**src/rtl/pg_pkg.sv**
```systemverilog
package pg_pkg;

    localparam int DW        = 25;
    localparam int HOLD_CYC  = 2;
    localparam int UP_TOP    = 14;
    localparam int DOWN_TOP  = 13;
    localparam int DOWN_LOW  = 6;

    typedef enum logic [1:0] {
        MODE_FULL = 2'd0,
        MODE_UP   = 2'd1,
        MODE_DOWN = 2'd2
    } chk_mode_e;

    typedef struct packed {
        logic q1;
        logic q2;
    } align_t;

    function automatic chk_mode_e mode_of(input logic split, input logic side);
        if (!split)     return MODE_FULL;
        else if (!side) return MODE_UP;
        else            return MODE_DOWN;
    endfunction

    // bit k (1-based) of the word sits at index k-1
    function automatic logic [DW-1:0] check_mask(input chk_mode_e m);
        logic [DW-1:0] r;
        r = '0;
        for (int k = 1; k <= DW; k++) begin
            if (m == MODE_DOWN)
                r[k-1] = (k <= DOWN_LOW) || (k >= 8 && k <= DOWN_TOP);
            else if (m == MODE_UP)
                r[k-1] = (k == 2) || (k == 3) || (k == 5) || (k == 6) ||
                         (k >= 8 && k <= UP_TOP);
            else
                r[k-1] = (k == 2) || (k == 3) || (k == 5) || (k == 6) || (k >= 8);
        end
        return r;
    endfunction

endpackage

```
**src/rtl/pg_subset_xor.sv**
```systemverilog
module pg_subset_xor
    import pg_pkg::*;
(
    input  logic          clk,
    input  logic          rst,
    input  chk_mode_e     mode,
    input  logic [DW-1:0] din,
    output logic          q0
);
    logic [DW-1:0] msk;

    assign msk = check_mask(mode);

    // reduce the selected bits at the capture edge
    always_ff @(posedge clk) begin
        if (rst) q0 <= 1'b0;
        else     q0 <= ^(din & msk);
    end

endmodule

```
**src/rtl/pg_align.sv**
```systemverilog
module pg_align
    import pg_pkg::*;
(
    input  logic clk,
    input  logic rst,
    input  logic down,
    input  logic par_in,
    input  logic q0,
    output logic res
);
    align_t st;

    always_ff @(posedge clk) begin
        if (rst) begin
            st <= '0;
        end else begin
            st.q1 <= q0 ^ (par_in & ~down);
            st.q2 <= st.q1;
        end
    end

    // downstream takes the cascaded bit two stages later
    assign res = down ? (st.q2 ^ par_in) : st.q1;

endmodule

```
**src/rtl/pg_err_hold.sv**
```systemverilog
module pg_err_hold
    import pg_pkg::*;
(
    input  logic clk,
    input  logic rst,
    input  logic lps,
    input  logic odd,
    output logic err_n
);
    localparam int CW = $clog2(HOLD_CYC + 1);
    localparam logic [CW-1:0] LOAD = CW'(HOLD_CYC - 1);

    logic [CW-1:0] cnt;

    always_ff @(posedge clk) begin
        if (rst) begin
            cnt   <= '0;
            err_n <= 1'b1;
        end else if (!lps) begin
            if (odd) begin
                cnt   <= LOAD;
                err_n <= 1'b0;
            end else if (cnt != '0) begin
                cnt   <= cnt - CW'(1);
                err_n <= 1'b0;
            end else begin
                err_n <= 1'b1;
            end
        end
    end

    AST_ERR_SET: assert property (@(posedge clk) disable iff (rst)
        (!lps && odd) |=> !err_n);
    AST_LPS_FREEZE: assert property (@(posedge clk) disable iff (rst)
        lps |=> $stable(err_n));
    AST_CNT_RANGE: assert property (@(posedge clk) disable iff (rst)
        cnt <= LOAD);

    generate
        if (HOLD_CYC >= 2) begin : g_min_hold
            AST_MIN_HOLD: assert property (@(posedge clk) disable iff (rst)
                $fell(err_n) |=> !err_n);
        end
    endgenerate

endmodule

```
**src/rtl/parity_guard.sv**
```systemverilog
module parity_guard
    import pg_pkg::*;
(
    input  logic          clk,
    input  logic          rst,
    input  logic          cfg_split,
    input  logic          cfg_side,
    input  logic [DW-1:0] din,
    input  logic          par_in,
    input  logic          cs_a_n,
    input  logic          cs_b_n,
    output logic          ppo,
    output logic          err_n
);
    chk_mode_e mode;
    logic      q0;
    logic      res;
    logic      gate;
    logic      lps_q;

    assign mode = mode_of(cfg_split, cfg_side);
    assign gate = cs_a_n & cs_b_n;

    pg_subset_xor u_xor (
        .clk  (clk),
        .rst  (rst),
        .mode (mode),
        .din  (din),
        .q0   (q0)
    );

    pg_align u_align (
        .clk    (clk),
        .rst    (rst),
        .down   (mode == MODE_DOWN),
        .par_in (par_in),
        .q0     (q0),
        .res    (res)
    );

    pg_err_hold u_hold (
        .clk   (clk),
        .rst   (rst),
        .lps   (lps_q),
        .odd   (res),
        .err_n (err_n)
    );

    always_ff @(posedge clk) begin
        if (rst) begin
            lps_q <= 1'b0;
            ppo   <= 1'b0;
        end else begin
            lps_q <= gate;
            if (!gate) ppo <= res;
        end
    end

    AST_PPO_GATE: assert property (@(posedge clk) disable iff (rst)
        gate |=> $stable(ppo));
    AST_RST_CLEAR: assert property (@(posedge clk)
        rst |=> (!ppo && err_n));

endmodule

```
**config.mk**
```make
export PLATFORM = sky130hd
export DESIGN_NAME = parity_guard
export DESIGN_NICKNAME = d
export VERILOG_FILES = /design/src/rtl/pg_pkg.sv /design/src/rtl/pg_subset_xor.sv /design/src/rtl/pg_align.sv /design/src/rtl/pg_err_hold.sv /design/src/rtl/parity_guard.sv
export SDC_FILE = /design/constraint.sdc
export NUM_CORES = 1
export LEC_CHECK = 0
export BUFFER_PORTS_ARGS = -buffer_cell sky130_fd_sc_hd__buf_2
export CORE_MARGIN = 8
export CORE_UTILIZATION = 26
export CTS_CLUSTER_DIAMETER = 80
export CTS_CLUSTER_SIZE = 10
export DETAILED_ROUTE_END_ITERATION = 6
export HOLD_SLACK_MARGIN = 0.05
export PLACE_DENSITY = 0.52
export SYNTH_ARGS = -nofsm -noshare
export SYNTH_HDL_FRONTEND = slang
export SYNTH_HIERARCHICAL = 1
export SYNTH_SLANG_ARGS = --single-unit
```
**constraint.sdc**
```tcl
create_clock -name clk -period 2.1 [get_ports clk]
set_input_delay 0.42 -clock clk [delete_from_list [all_inputs] [get_ports clk]]
set_output_delay 0.42 -clock clk [all_outputs]
set_load 0.01 [all_outputs]
```
==> After elaboration in Yosys (flattened, before gate mapping) <==
Index checks and enable logic that the tools add are counted.
{ "classes": {"n_addsub": 1, "n_eq_ne": 2, "muxes": 11, "bitwise_logic": 7, "n_reduce_logical": 4} }
{ "ops": {"columns": ["operator", "n"], "rows": [
  ["$and A25 B25 Y25", 1],
  ["$reduce_xor A25 Y1", 1],
  ["$mux W2", 4],
  ["$mux W1", 7],
  ["$reduce_bool A2 Y1", 2],
  ["$and A1 B1 Y1", 2],
  ["$eq A2 B1 Y1 const B", 1],
  ["$eq A2 B2 Y1 const B", 1],
  ["$not A1 Y1", 2],
  ["$reduce_and A2 Y1", 1],
  ["$sub A2 B1 Y2 const B", 1],
  ["$xor A1 B1 Y1", 2]
]} }
{ "word_totals": {"reg_bits": 8, "output_inout_bits": 2} }

==> Depth between registers and ports, before layout <==
Gate-level depths: netlist of run 1.
{ "logic_depth": {"depth_word": 7, "ltp_mapped": 7, "mapped_depth_nobuf": 7} }

==> Modules after synthesis <==
Netlist of run 1, hierarchy kept.
{ "modules_own_cells": {"columns": ["module", "n_inst", "cells_per_inst", "area_each_um2"], "rows": [
  ["pg_subset_xor", 1, 30, 294.0],
  ["pg_err_hold", 1, 15, 142.6],
  ["pg_align", 1, 9, 90.1],
  ["parity_guard", 1, 9, 83.8]
]} }

==> Worst setup path before layout of run 1 <==
No wires, ideal clock.
{ "synth_timing": {"path_type": "input to register", "startpoint": "input cfg_side", "endpoint": "register u_xor.q0", "arrival_time_ns": 1.828, "path_slack_ns": 0.150, "stages": 6, "path_buffers": 0, "cell_sequence": "and2_1 ha_1 nand2_1 xor2_1 xnor3_1 mux2_4"} }
{ "synth_between": {"elab_chain_len": 7, "elab_cells_between_ends": 10} }
{ "synth_lines": {"columns": ["element", "line_no", "rtl"], "rows": [
  ["from (decl)", "parity_guard.sv:7", "input logic cfg_side,"],
  ["$mux W2 (*)", "pg_pkg.sv:22", "else if (!side) return MODE_UP;"],
  ["$mux W2 (*)", "pg_pkg.sv:21", "if (!split) return MODE_FULL;"],
  ["$eq A2 B1 Y1", null, null],
  ["$mux W1", "pg_pkg.sv:33", "else if (m == MODE_UP)"],
  ["$mux W1", "pg_pkg.sv:31", "if (m == MODE_DOWN)"],
  ["$and A25 B25 Y25 (*)", "pg_subset_xor.sv:17", "else q0 <= ^(din & msk);"],
  ["$reduce_xor A25 Y1 (*)", "pg_subset_xor.sv:17", null],
  ["to (signal assigned)", "pg_subset_xor.sv:17", null],
  ["to (decl)", "pg_subset_xor.sv:8", "output logic q0"]
]} }
Mark *: on every way between the ends. The rest lies on a longest branch, timed or not.
A chain may end at the register's enable or synchronous reset.

==> Worst setup path in the final report of run 1 <==
{ "layout_timing": {"startpoint": "input cfg_side", "endpoint": "register u_xor.q0"} }
{ "layout_between": {"elab_chain_len": 7, "elab_cells_between_ends": 10} }
{ "layout_lines": {"columns": ["element", "line_no", "rtl"], "rows": [
  ["$mux W2 (*)", "pg_pkg.sv:22", null],
  ["$mux W2 (*)", "pg_pkg.sv:21", null],
  ["named net mode[1]", "parity_guard.sv:15", "chk_mode_e mode;"],
  ["$eq A2 B1 Y1", null, null],
  ["$mux W1", "pg_pkg.sv:33", null],
  ["$mux W1", "pg_pkg.sv:31", null],
  ["$and A25 B25 Y25 (*)", "pg_subset_xor.sv:17", null],
  ["$reduce_xor A25 Y1 (*)", "pg_subset_xor.sv:17", null]
]} }
The timed path passes the listed nets; every way through them passes the cells marked *.

==> results of run 1 <==
-- final cells by class --
type	instances	area [um2]	share of cell area [%]
Sequential cell	8	160.2	19.16
Timing Repair Buffer	33	167.7	20.06
Inverter	3	11.26	1.347
Tap cell	28	35.03	4.192
Clock buffer	3	22.52	2.695
Multi-Input combinational cell	52	439.2	52.54
-- cell usage after synthesis --
cell	n
sky130_fd_sc_hd__xnor2_1	11
sky130_fd_sc_hd__dfxtp_1	8
sky130_fd_sc_hd__xor2_1	6
sky130_fd_sc_hd__nor2b_1	5
sky130_fd_sc_hd__nand2_1	4
sky130_fd_sc_hd__nor2_1	4
sky130_fd_sc_hd__a21oi_1	3
sky130_fd_sc_hd__inv_1	3
sky130_fd_sc_hd__xnor3_1	3
sky130_fd_sc_hd__ha_1	2
sky130_fd_sc_hd__a211o_2	1
sky130_fd_sc_hd__a21bo_1	1
sky130_fd_sc_hd__a21oi_2	1
sky130_fd_sc_hd__and2_1	1
sky130_fd_sc_hd__and2b_2	1
sky130_fd_sc_hd__mux2_4	1
sky130_fd_sc_hd__mux2i_1	1
sky130_fd_sc_hd__nand2b_1	1
sky130_fd_sc_hd__nand3_1	1
sky130_fd_sc_hd__nor2b_4	1
sky130_fd_sc_hd__o21ai_0	1
sky130_fd_sc_hd__o31ai_1	1
sky130_fd_sc_hd__or3_2	1
sky130_fd_sc_hd__or4_1	1
-- critical path: stages --
cell and delay [ns]:
sky130_fd_sc_hd__buf_2 0.10, sky130_fd_sc_hd__and2_1 0.16, sky130_fd_sc_hd__ha_1 0.31, sky130_fd_sc_hd__nand2_1 0.07, sky130_fd_sc_hd__xor2_1 0.16, sky130_fd_sc_hd__xnor3_1 0.42, sky130_fd_sc_hd__mux2_4 0.30
-- power groups by stage --
stage | Clock, mW | Combinational (mW) | Sequential, mW
2_1_floorplan | 0 | 0.205 | 0.212
3_3_place_gp | 0 | 0.271 | 0.210
3_5_place_dp | 0 | 0.275 | 0.212
4_1_cts | 0.116 | 0.276 | 0.209
5_1_grt | 0.123 | 0.301 | 0.213
6_report | 0.111 | 0.272 | 0.208
-- worst max-delay path by stage --
| stage | end | cells after the start | slack, ns | start |
|---|---|---|---|---|
| 2_1_floorplan | u_xor/q0 | 6 | 0.15 | cfg_side |
| 3_3_place_gp | u_xor/q0 | 7 | 0.04 | cfg_side |
| 3_5_place_dp | u_xor/q0 | 7 | 0.03 | cfg_side |
| 4_1_cts | u_xor/q0 | 7 | 0.29 | cfg_side |
| 5_1_grt | u_xor/q0 | 7 | 0.20 | cfg_side |
| 6_report | u_xor/q0 | 7 | 0.29 | cfg_side |
-- sequential cells by signal, indices dropped and copies added (netlist names) --
register      count
u_xor/q0          1
ppo               1
u_hold/cnt        2
lps_q             1
u_hold/err_n      1
u_align/st        2
-- kinds of logic after synthesis --
kind of cell,after synthesis
xor+xnor,20
simple gates,20
compound gates,8
flops,8
buf+inv,3
mux,2
fa+ha+maj,2
-- stage by stage --
stage          util, %  std cells  hold WS (ns)  cell area, um2
2_1_floorplan        -         63        0.4392           610.6
3_3_place_gp     36.76        124        0.4454           813.3
3_5_place_dp     36.76        124        0.4516           813.3
4_1_cts          37.78        127        0.4113           835.8
5_1_grt          37.78        127        0.4056           835.8
6_report         37.78        127        0.4148           835.8
-- layer usage --
layer,part of all wire [%],wire (um),vias to the layer above
met2,52,606,16
met5,0,0,-
met4,0,0,0
met1,42,499,225
li1,-,-,279
met3,6.0,71,0
==> flow_metrics.tcl, run 1 <==
set metrics [dict create \
    setup.worst_path.end_class "flip-flop" \
    num_antenna_cells 0 \
    netlist.top_cell.by_area "sky130_fd_sc_hd__dfxtp_1" \
    worst_setup_path_start_kind "input port" \
    worst_r2r_startpoint "u_align/st[0]" \
    post-synth-top-area-fraction_pct 26.23 \
    synth_fa_ha_area_share_pct 4.098 \
    portBuffers 32 \
    fillCellCount 249 \
    groute.usage.overall_pct 5.642 \
    slew_violations 0 \
    reg2regPathDepth 5 \
    layout_nets 135 \
    antenna_violating_nets_post_route 0 \
    die_h_um 64.46 \
    start_util_pct 27.60 \
    muxShareOfSynthArea_pct 4.098 \
    hold_path.startpoint "cs_b_n" \
    skew_ns 0.00008399 \
    cp.arrival_ns 1.94 \
    post-route-period-util_pct 86.02 \
    power-per-cell-area_nw_per_um2 706.6 \
    timing.slew.headroom_pct 78.50 \
    design.core.area_um2 2212 \
    peakVddDrop_mv 0.2688 \
    power.share.combinational_pct 46.0 \
    dp_slack_ns 0.03235 \
    grtUsageMet3_pct 1.546 \
    grt_pass1_vias 536 \
    rsz0062_at_grt "no" \
    clkSlewWorstSetupHoldPaths_ns 0.05 \
    syn_nets 97 \
    r2r_slack_ns 0.65 \
    swShare_pct 28.38 \
    grt_max_degree 10 \
    die_area_um2 4155 \
    clkLatencyLatePin_ns 0.24 \
    worst-endpoint-required_ns 2.23 \
    cts_repair_resize_count 0 \
    intPower_mw 0.4229 \
    power.share.sequential_pct 35.2 \
    grt_first_pass_wirelength_mm 1.973 \
    global_route.usage.met2_pct 10.31 \
    yosys.area_share.simple_pct 19.06 \
    min_period_ns 1.806 \
    area_growth_syn_to_layout_pct 36.89 \
    synth_top_family_by_area "XOR/XNOR gates" \
    routed_via_density 4.094 \
    hold_path.class "in2reg" \
    ys.warnings.count 6 \
    cts-hold-fix-buffers 0 \
    post_route_cells_drive_above_1_share_pct 42.42 \
    post-route-worst-setup-slack_ns 0.2936 \
    crit-reg2reg-capture "u_hold/cnt[0]" \
    clock-root-buffer "sky130_fd_sc_hd__clkbuf_4" \
    global_route.peak_usage_layer "met2" \
    clkPwrFrac_pct 18.8 \
    ys_seq_elements 8 \
    route.vias.total 520 \
    timing.final.setup_violations 0 \
    count_of_maximum_capacitance_violations 0 \
    netlist-cell-type-count 24 \
    mappedNetlistArea_um2 610.6 \
    min_path_cells 3 \
    worstMarginPinSlew_ns 0.3225 \
    leakage_nw 0.4069 \
    use_met1_pct 5.289 \
    p_switching_mw 0.1676 \
    routed_wirelength_mm 1.176 \
    commonest_cells_after_routing_fill_and_taps_aside "32 x sky130_fd_sc_hd__buf_2, 11 x sky130_fd_sc_hd__xnor2_1, 8 x sky130_fd_sc_hd__dfxtp_1" \
    synth_area_leaders "sky130_fd_sc_hd__dfxtp_1 26%, sky130_fd_sc_hd__xnor2_1 16%, sky130_fd_sc_hd__xnor3_1 11%, sky130_fd_sc_hd__xor2_1 8.6%, sky130_fd_sc_hd__nor2b_1 5.1%" \
    cts_tree "yes" \
    post_synth.cell_area_avg_um2 9.692 \
    fmaxAchievable_mhz 553.6 \
    drt-initial-drc-count 2 \
    die_width_um 64.46 \
    synth_seq_area_share_pct 26.23 \
    cts-htree-levels 1 \
    timing.setup.critical_path_class "in2reg" \
    wl_per_cell_um 9.260 \
    grt_antenna_before_repair 0 \
    io_pins 34 \
    max-clock-path-buffers 2 \
    drc 0 \
    post_synthesis_compound_gate_area_fraction_pct 9.221 \
    critical_path.max_fanout 3 \
    std_cell_rows 17 \
    cts_made_buffers 3 \
    instance_count_of_the_mapped_netlist 63 \
    hold_path_end "lps_q" \
    final.setup.tns_ns 0 \
    hpwl_mm 1.069 \
    cts_setup_buffers 0 \
    drt_pass1_iterations 4 \
    run_status "complete, no violations" \
    final-hold-violation-count 0 \
    globalRoute.totalOverflow 0 \
    gp_routability_congestion 0.6179 \
    post-layout-total-power_mw 0.5906 \
    clock_sinks 8 \
    area_share_of_xor_xnor_cells_in_the_synthesized_design_pct 35.45 \
    layout_commonest_cell "sky130_fd_sc_hd__buf_2" \
]
(Power assumes the default switching activity.)
==> inputs of run 2 (changes only) <==
==> constraint.sdc (replaced) <==
create_clock -name clk -period 2.1 [get_ports clk]
set_input_delay 0.105 -clock clk [delete_from_list [all_inputs] [get_ports clk]]
set_output_delay 0.105 -clock clk [all_outputs]
set_load 0.01 [all_outputs]
==> run 2 against run 1 <==
Compared with the run above:
- global-route usage is 0.42 points higher
- critical path type unchanged
- largest power group unchanged
- sequential power barely moved
- routed wire length grew 2.6%
- worst hold slack got worse by 0.32 ns
- critical endpoint unchanged
- via count is 1.3% higher
==> flow_metrics.tcl, run 2 (synthesis gave the netlist of run 1 again) <==
set metrics [dict create \
    portBuffers 32 \
    groute.usage.overall_pct 6.065 \
    clock_sinks 8 \
    cp.arrival_ns 1.69 \
    layout_nets 134 \
    timing.final.setup_violations 0 \
    commonest_cells_after_routing_fill_and_taps_aside "32 x sky130_fd_sc_hd__buf_2, 11 x sky130_fd_sc_hd__xnor2_1, 8 x sky130_fd_sc_hd__dfxtp_1" \
    fillCellCount 254 \
    cts_made_buffers 3 \
    post_route_cells_drive_above_1_share_pct 41.84 \
    count_of_maximum_capacitance_violations 0 \
    wl_per_cell_um 9.571 \
    finish.utilization_pct 37.44 \
    timing.slew.headroom_pct 78.11 \
    clkPwrFrac_pct 19.3 \
    max-clock-path-buffers 2 \
    worstMarginPinSlew_ns 0.3284 \
    io_pins 34 \
    multi_input_logic_area_um2 439.2 \
    final.setup.tns_ns 0 \
    route.vias.total 527 \
    leakage_nw 0.4018 \
    min_period_ns 1.559 \
    peakVddDrop_mv 0.2123 \
    fmaxAchievable_mhz 641.3 \
    power.share.sequential_pct 35.0 \
    post-route-worst-setup-slack_ns 0.5406 \
    largest_registers "u_align/st (2), u_hold/cnt (2)" \
    power-per-cell-area_nw_per_um2 716.4 \
    intPower_mw 0.4219 \
    clock-root-buffer "sky130_fd_sc_hd__clkbuf_4" \
    met3_wirelength_um 67 \
    die_width_um 64.46 \
    design.core.area_um2 2212 \
    routed_via_density 4.183 \
    hpwl_mm 1.083 \
    rsz0062_at_grt "no" \
    setup.worst_path.end_class "flip-flop" \
    drt-initial-drc-count 4 \
    routed_wirelength_mm 1.206 \
    clkSlewWorstSetupHoldPaths_ns 0.05 \
    swShare_pct 28.91 \
    grt_first_pass_wirelength_mm 2.083 \
    std_cell_rows 17 \
    die_area_um2 4155 \
    dp_slack_ns 0.2669 \
    slew_violations 0 \
    cts-htree-levels 1 \
    cts_tree "yes" \
    final-hold-violation-count 0 \
    routed.top_layer "met4" \
    area_growth_syn_to_layout_pct 35.66 \
    num_antenna_cells 0 \
    cts_setup_buffers 0 \
    post-route-period-util_pct 74.26 \
    layout_commonest_cell "sky130_fd_sc_hd__buf_2" \
    gp_routability_congestion 0.6138 \
    start_util_pct 27.60 \
    wl_met2_um 637 \
    cts_repair_resize_count 0 \
    antenna_violating_nets_post_route 0 \
    p_switching_mw 0.1715 \
    drt_pass1_iterations 2 \
    hold_path.class "in2reg" \
    power.share.combinational_pct 45.7 \
    sequential_cell_area_um2 160.2 \
    grt_antenna_before_repair 0 \
    grt_pass1_vias 568 \
    worst-endpoint-required_ns 2.23 \
    globalRoute.totalOverflow 0 \
    critical_path.max_fanout 4 \
    worst_setup_path_start_kind "input port" \
    skew_ns 0.002880 \
    clkLatencyLatePin_ns 0.25 \
    met1Wirelength_um 479 \
    run_status "complete, no violations" \
    timing.setup.critical_path_class "in2reg" \
    die_h_um 64.46 \
    drc 0 \
    grt_max_degree 10 \
    cts-hold-fix-buffers 0 \
]
run 2: cell types whose count changed in the layout (fill, tap and decap cells not counted):
| cell | previous run | this run |
|---|---|---|
| sky130_fd_sc_hd__buf_4 | 1 | 0 |
run 2: per-stage QoR:
step / instances / instance area [um2] / power, mW / hold slack [ns]
floorplan: 63 / 610.6 / 0.4169 / 0.1674
global placement: 123 / 805.8 / 0.4788 / 0.3504
detailed placement: 123 / 805.8 / 0.4865 / 0.3494
CTS: 126 / 828.3 / 0.6066 / 0.08075
global route: 126 / 828.3 / 0.6403 / 0.1135
finish: 126 / 828.3 / 0.5934 / 0.09140
run 2: power by group through the flow:
stage	clock, mW	combinational [mW]	sequential [mW]
floorplan	0	0.205	0.212
global placement	0	0.269	0.210
detailed placement	0	0.275	0.211
CTS	0.122	0.276	0.208
global route	0.123	0.305	0.212
finish	0.114	0.271	0.208
run 2: critical path, cell delays in order:
cell	delay (ns)
sky130_fd_sc_hd__buf_2	0.10
sky130_fd_sc_hd__and2_1	0.21
sky130_fd_sc_hd__ha_1	0.33
sky130_fd_sc_hd__nand2_1	0.07
sky130_fd_sc_hd__xor2_1	0.15
sky130_fd_sc_hd__xnor3_1	0.43
sky130_fd_sc_hd__mux2_4	0.30
run 2: final cells by class:
type | count | share of cell area, %
clock buffers | 3 | 2.719
multi-input cells | 52 | 53.02
flip-flops and latches | 8 | 19.34
well taps | 28 | 4.230
inverters | 3 | 1.360
repair buffers | 32 | 19.34
run 2: path summary, 6_finish.rpt:
kind / cells past startpoint / slack [ns] / startpoint / endpoint
worst max-delay path: 7 / 0.54 / cfg_side / u_xor/q0
worst min-delay path: 3 / 0.09 / cs_b_n / lps_q
worst max register to register: 5 / 0.64 / u_align/st[0] / u_hold/cnt[0]
worst min register to register: 1 / 0.46 / u_align/st[1] / u_align/st[0]
run 2: layer usage:
metal / vias up / GRT usage (%)
li1: 279 / -
met1: 230 / 5.489
met2: 16 / 11.18
met3: 2 / 1.546
met4: 0 / 4.905
met5: - / 0
==> inputs of run 3 (changes only) <==
--- a/config.mk
+++ b/config.mk
@@ -5,6 +5,7 @@
 export SDC_FILE = /design/constraint.sdc
 export NUM_CORES = 1
 export LEC_CHECK = 0
+export ABC_AREA = 1
 export BUFFER_PORTS_ARGS = -buffer_cell sky130_fd_sc_hd__buf_2
 export CORE_MARGIN = 8
 export CORE_UTILIZATION = 26
@@ -12,7 +13,7 @@
 export CTS_CLUSTER_SIZE = 10
 export DETAILED_ROUTE_END_ITERATION = 6
 export HOLD_SLACK_MARGIN = 0.05
-export PLACE_DENSITY = 0.52
+export PLACE_DENSITY = 0.5
 export SYNTH_ARGS = -nofsm -noshare
 export SYNTH_HDL_FRONTEND = slang
 export SYNTH_HIERARCHICAL = 1
==> constraint.sdc (replaced) <==
create_clock -name clk -period 1.26 [get_ports clk]
set_input_delay 0.063 -clock clk [delete_from_list [all_inputs] [get_ports clk]]
set_output_delay 0.063 -clock clk [all_outputs]
set_load 0.01 [all_outputs]
==> run 3 against run 2 <==
Compared with the run above:
- worst hold slack worse by 0.036 ns
- synthesized cell count grew to 2.6 times the previous value
- global-route usage is 1.0 points higher
- critical path type unchanged
- largest power group unchanged
==> flow_metrics.tcl, run 3 <==
set metrics [dict create \
    drt_pass1_iterations 3 \
    largest_registers "u_align/st (2), u_hold/cnt (2)" \
    min_period_ns 1.143 \
    layout_nets 238 \
    post-synth-top-area-fraction_pct 32.50 \
    globalRoute.totalOverflow 0 \
    sequential_cell_area_um2 160.2 \
    grt_first_pass_wirelength_mm 3.146 \
    clock-root-buffer "sky130_fd_sc_hd__clkbuf_4" \
    fmaxAchievable_mhz 874.9 \
    synth_seq_area_share_pct 18.74 \
    ys.warnings.count 6 \
    timing.critical_path.max_delay_family "simple AND/OR/NAND/NOR gates" \
    max_stage_delay_ns 0.27 \
    peakVddDrop_mv 0.2586 \
    ys_seq_elements 8 \
    timing.critical_path.slowest_stage_cell "sky130_fd_sc_hd__ha_4" \
    final.setup.tns_ns 0 \
    worstMarginPinSlew_ns 0.1783 \
    post-route-period-util_pct 90.71 \
    worst_setup_path_start_kind "input port" \
    skew_ns 0.007611 \
    grt_pass1_vias 876 \
    std_cell_rows 21 \
    min_path_cells 2 \
    netlist.top_cell.by_area "sky130_fd_sc_hd__nand2_1" \
    power-per-cell-area_nw_per_um2 860.5 \
    synth_top_flop_cell "sky130_fd_sc_hd__dfxtp_1" \
    portBuffers 32 \
    design.core.area_um2 3258 \
    rsz0062_at_grt "no" \
    grtUsageMet3_pct 3.956 \
    multi_input_logic_area_um2 606.8 \
    mappedNetlistArea_um2 854.6 \
    syn_nets 199 \
    die_h_um 73.33 \
    cts_tree "yes" \
    post_synth.cell_area_avg_um2 5.179 \
    netlist-cell-type-count 16 \
    clkSlewWorstSetupHoldPaths_ns 0.06 \
    timing.setup.critical_path_class "in2reg" \
    run_status "complete, no violations" \
    route.vias.total 960 \
    final-hold-violation-count 0 \
    grt_antenna_before_repair 0 \
    cts_made_buffers 3 \
    layout_commonest_cell "sky130_fd_sc_hd__nand2_1" \
    groute.usage.overall_pct 7.109 \
    most_used_standard_cell_by_instance_count_after_synthesis "sky130_fd_sc_hd__nand2_1" \
    cp.arrival_ns 1.28 \
    synth_area_leaders "sky130_fd_sc_hd__nand2_1 33%, sky130_fd_sc_hd__dfxtp_1 19%, sky130_fd_sc_hd__inv_1 14%, sky130_fd_sc_hd__nand3_1 8.2%, sky130_fd_sc_hd__nor2_1 7.0%" \
    io_pins 34 \
    number_of_flops_mapped_to_enable_cells_by_yosys 0 \
    timing.slew.headroom_pct 88.03 \
    setup.worst_path.end_class "flip-flop" \
    layout.cell_area.non_filler_um2 1147 \
    crit_path_cell_trace "buf_2, inv_1, nor2_2, inv_2, ha_4, nand2_1, nor2_2, nand2_2, nand2_2, nand2_1, nand2_1, nand2_1, nand2_2, nand2_2, nand2_2, nor2_2" \
    cts-htree-levels 1 \
    use_met1_pct 8.614 \
    routed_wirelength_mm 1.782 \
    clock_sinks 8 \
    die_area_um2 5377 \
    yosys-top-cells-count "74 x sky130_fd_sc_hd__nand2_1, 31 x sky130_fd_sc_hd__inv_1, 16 x sky130_fd_sc_hd__nor2_1" \
    antenna_violating_nets_post_route 0 \
    asyncSetResetFlopFracSynth_pct 0 \
    grt_max_degree 7 \
    path_buf_inv 3 \
    global_route.peak_usage_layer "met2" \
    leakage_nw 0.7131 \
    global_route.usage.met2_pct 10.72 \
    start_util_pct 26.23 \
    count_of_maximum_capacitance_violations 0 \
    hold_path.class "in2reg" \
    slew_violations 0 \
    critical_path.max_fanout 4 \
    routed_via_density 3.871 \
    commonest_cells_after_routing_fill_and_taps_aside "69 x sky130_fd_sc_hd__nand2_1, 32 x sky130_fd_sc_hd__buf_2, 29 x sky130_fd_sc_hd__inv_1" \
    die_width_um 73.33 \
    wl_per_cell_um 7.185 \
    hpwl_mm 1.576 \
    reg2regPathDepth 7 \
    gp_routability_congestion 0.7360 \
    worst-endpoint-required_ns 1.40 \
    max-clock-path-buffers 2 \
    drc 0 \
    num_antenna_cells 0 \
    detailed_place.area_um2 1100 \
    drt-initial-drc-count 33 \
    fillCellCount 402 \
    clkLatencyLatePin_ns 0.25 \
    critical-path-top-cell-by-count "sky130_fd_sc_hd__nand2_2" \
    timing.final.setup_violations 0 \
    post_route_cells_drive_above_1_share_pct 28.71 \
    area_growth_syn_to_layout_pct 34.26 \
    instance_count_of_the_mapped_netlist 165 \
    crit_cells 16 \
]
==> run 3: cell types whose count changed in the layout (fill, tap and decap cells not counted), moves of 4 or more <==
cell,previous run,this run
sky130_fd_sc_hd__nand2_1,4,69
sky130_fd_sc_hd__inv_1,3,29
sky130_fd_sc_hd__nand3_1,1,13
sky130_fd_sc_hd__nand2_2,0,9
sky130_fd_sc_hd__nor2_1,4,13
sky130_fd_sc_hd__xnor2_1,11,4
sky130_fd_sc_hd__nor2b_1,5,0
sky130_fd_sc_hd__nor2_2,0,4
sky130_fd_sc_hd__xor2_1,6,2
==> run 3: kinds of logic after synthesis <==
group                    after synthesis  synth area share, %
flip-flops                             8                18.74
XOR/XNOR                               6                6.149
buffers and inverters                 33                14.64
adder cells (fa/ha/maj)                2                2.928
AND/OR/NAND/NOR                      113                55.78
AO/OA/AOI/OAI                          3                1.756
==> run 3: layer usage <==
metal	vias up	share of wire (%)
li1	558	-
met1	379	49
met2	23	42
met3	0	8.8
met4	0	0
met5	-	0
==> run 3: stage by stage <==
stage | worst slack, ns | std cells | power, mW | hold WS (ns) | util [%]
floorplan | 0.03657 | 165 | 0.6593 | 0.1342 | -
global placement | -0.1605 | 245 | 0.7884 | 0.3251 | 33.76
detailed placement | -0.1765 | 245 | 0.7852 | 0.3239 | 33.76
CTS | 0.08259 | 248 | 0.9835 | 0.05367 | 34.45
global route | 0.002535 | 248 | 1.106 | 0.05053 | 35.22
finish | 0.1171 | 248 | 0.9873 | 0.05520 | 35.22
==> run 3: worst paths after layout <==
kind,startpoint,to,slack [ns]
setup / recovery,cfg_split,u_xor/q0,0.12
hold / removal,rst,lps_q,0.06
setup reg to reg,u_hold/cnt[0],u_hold/cnt[1],0.26
hold reg to reg,u_align/st[1],u_align/st[0],0.42
==> run 3: cell type report <==
type,instances,share of cell area (%)
clock buffers,3,1.963
repair buffers,34,15.27
multi-input cells,124,52.89
well taps,46,5.016
flip-flops and latches,8,13.96
inverters,33,10.91
==> run 3: what timing repair did <==
action	in CTS	in global routing
setup endpoints to repair	0	1
buffers inserted	0	0
gates resized for setup	0	11
hold buffers	0	0
==> run 3: power breakdown <==
| group | internal [mW] | switching [mW] | leakage (nW) | total [mW] |
|---|---|---|---|---|
| sequential | 0.297 | 0.0182 | 0.0665 | 0.315 |
| combinational | 0.211 | 0.271 | 0.633 | 0.483 |
| clock | 0.109 | 0.0812 | 0.0138 | 0.190 |
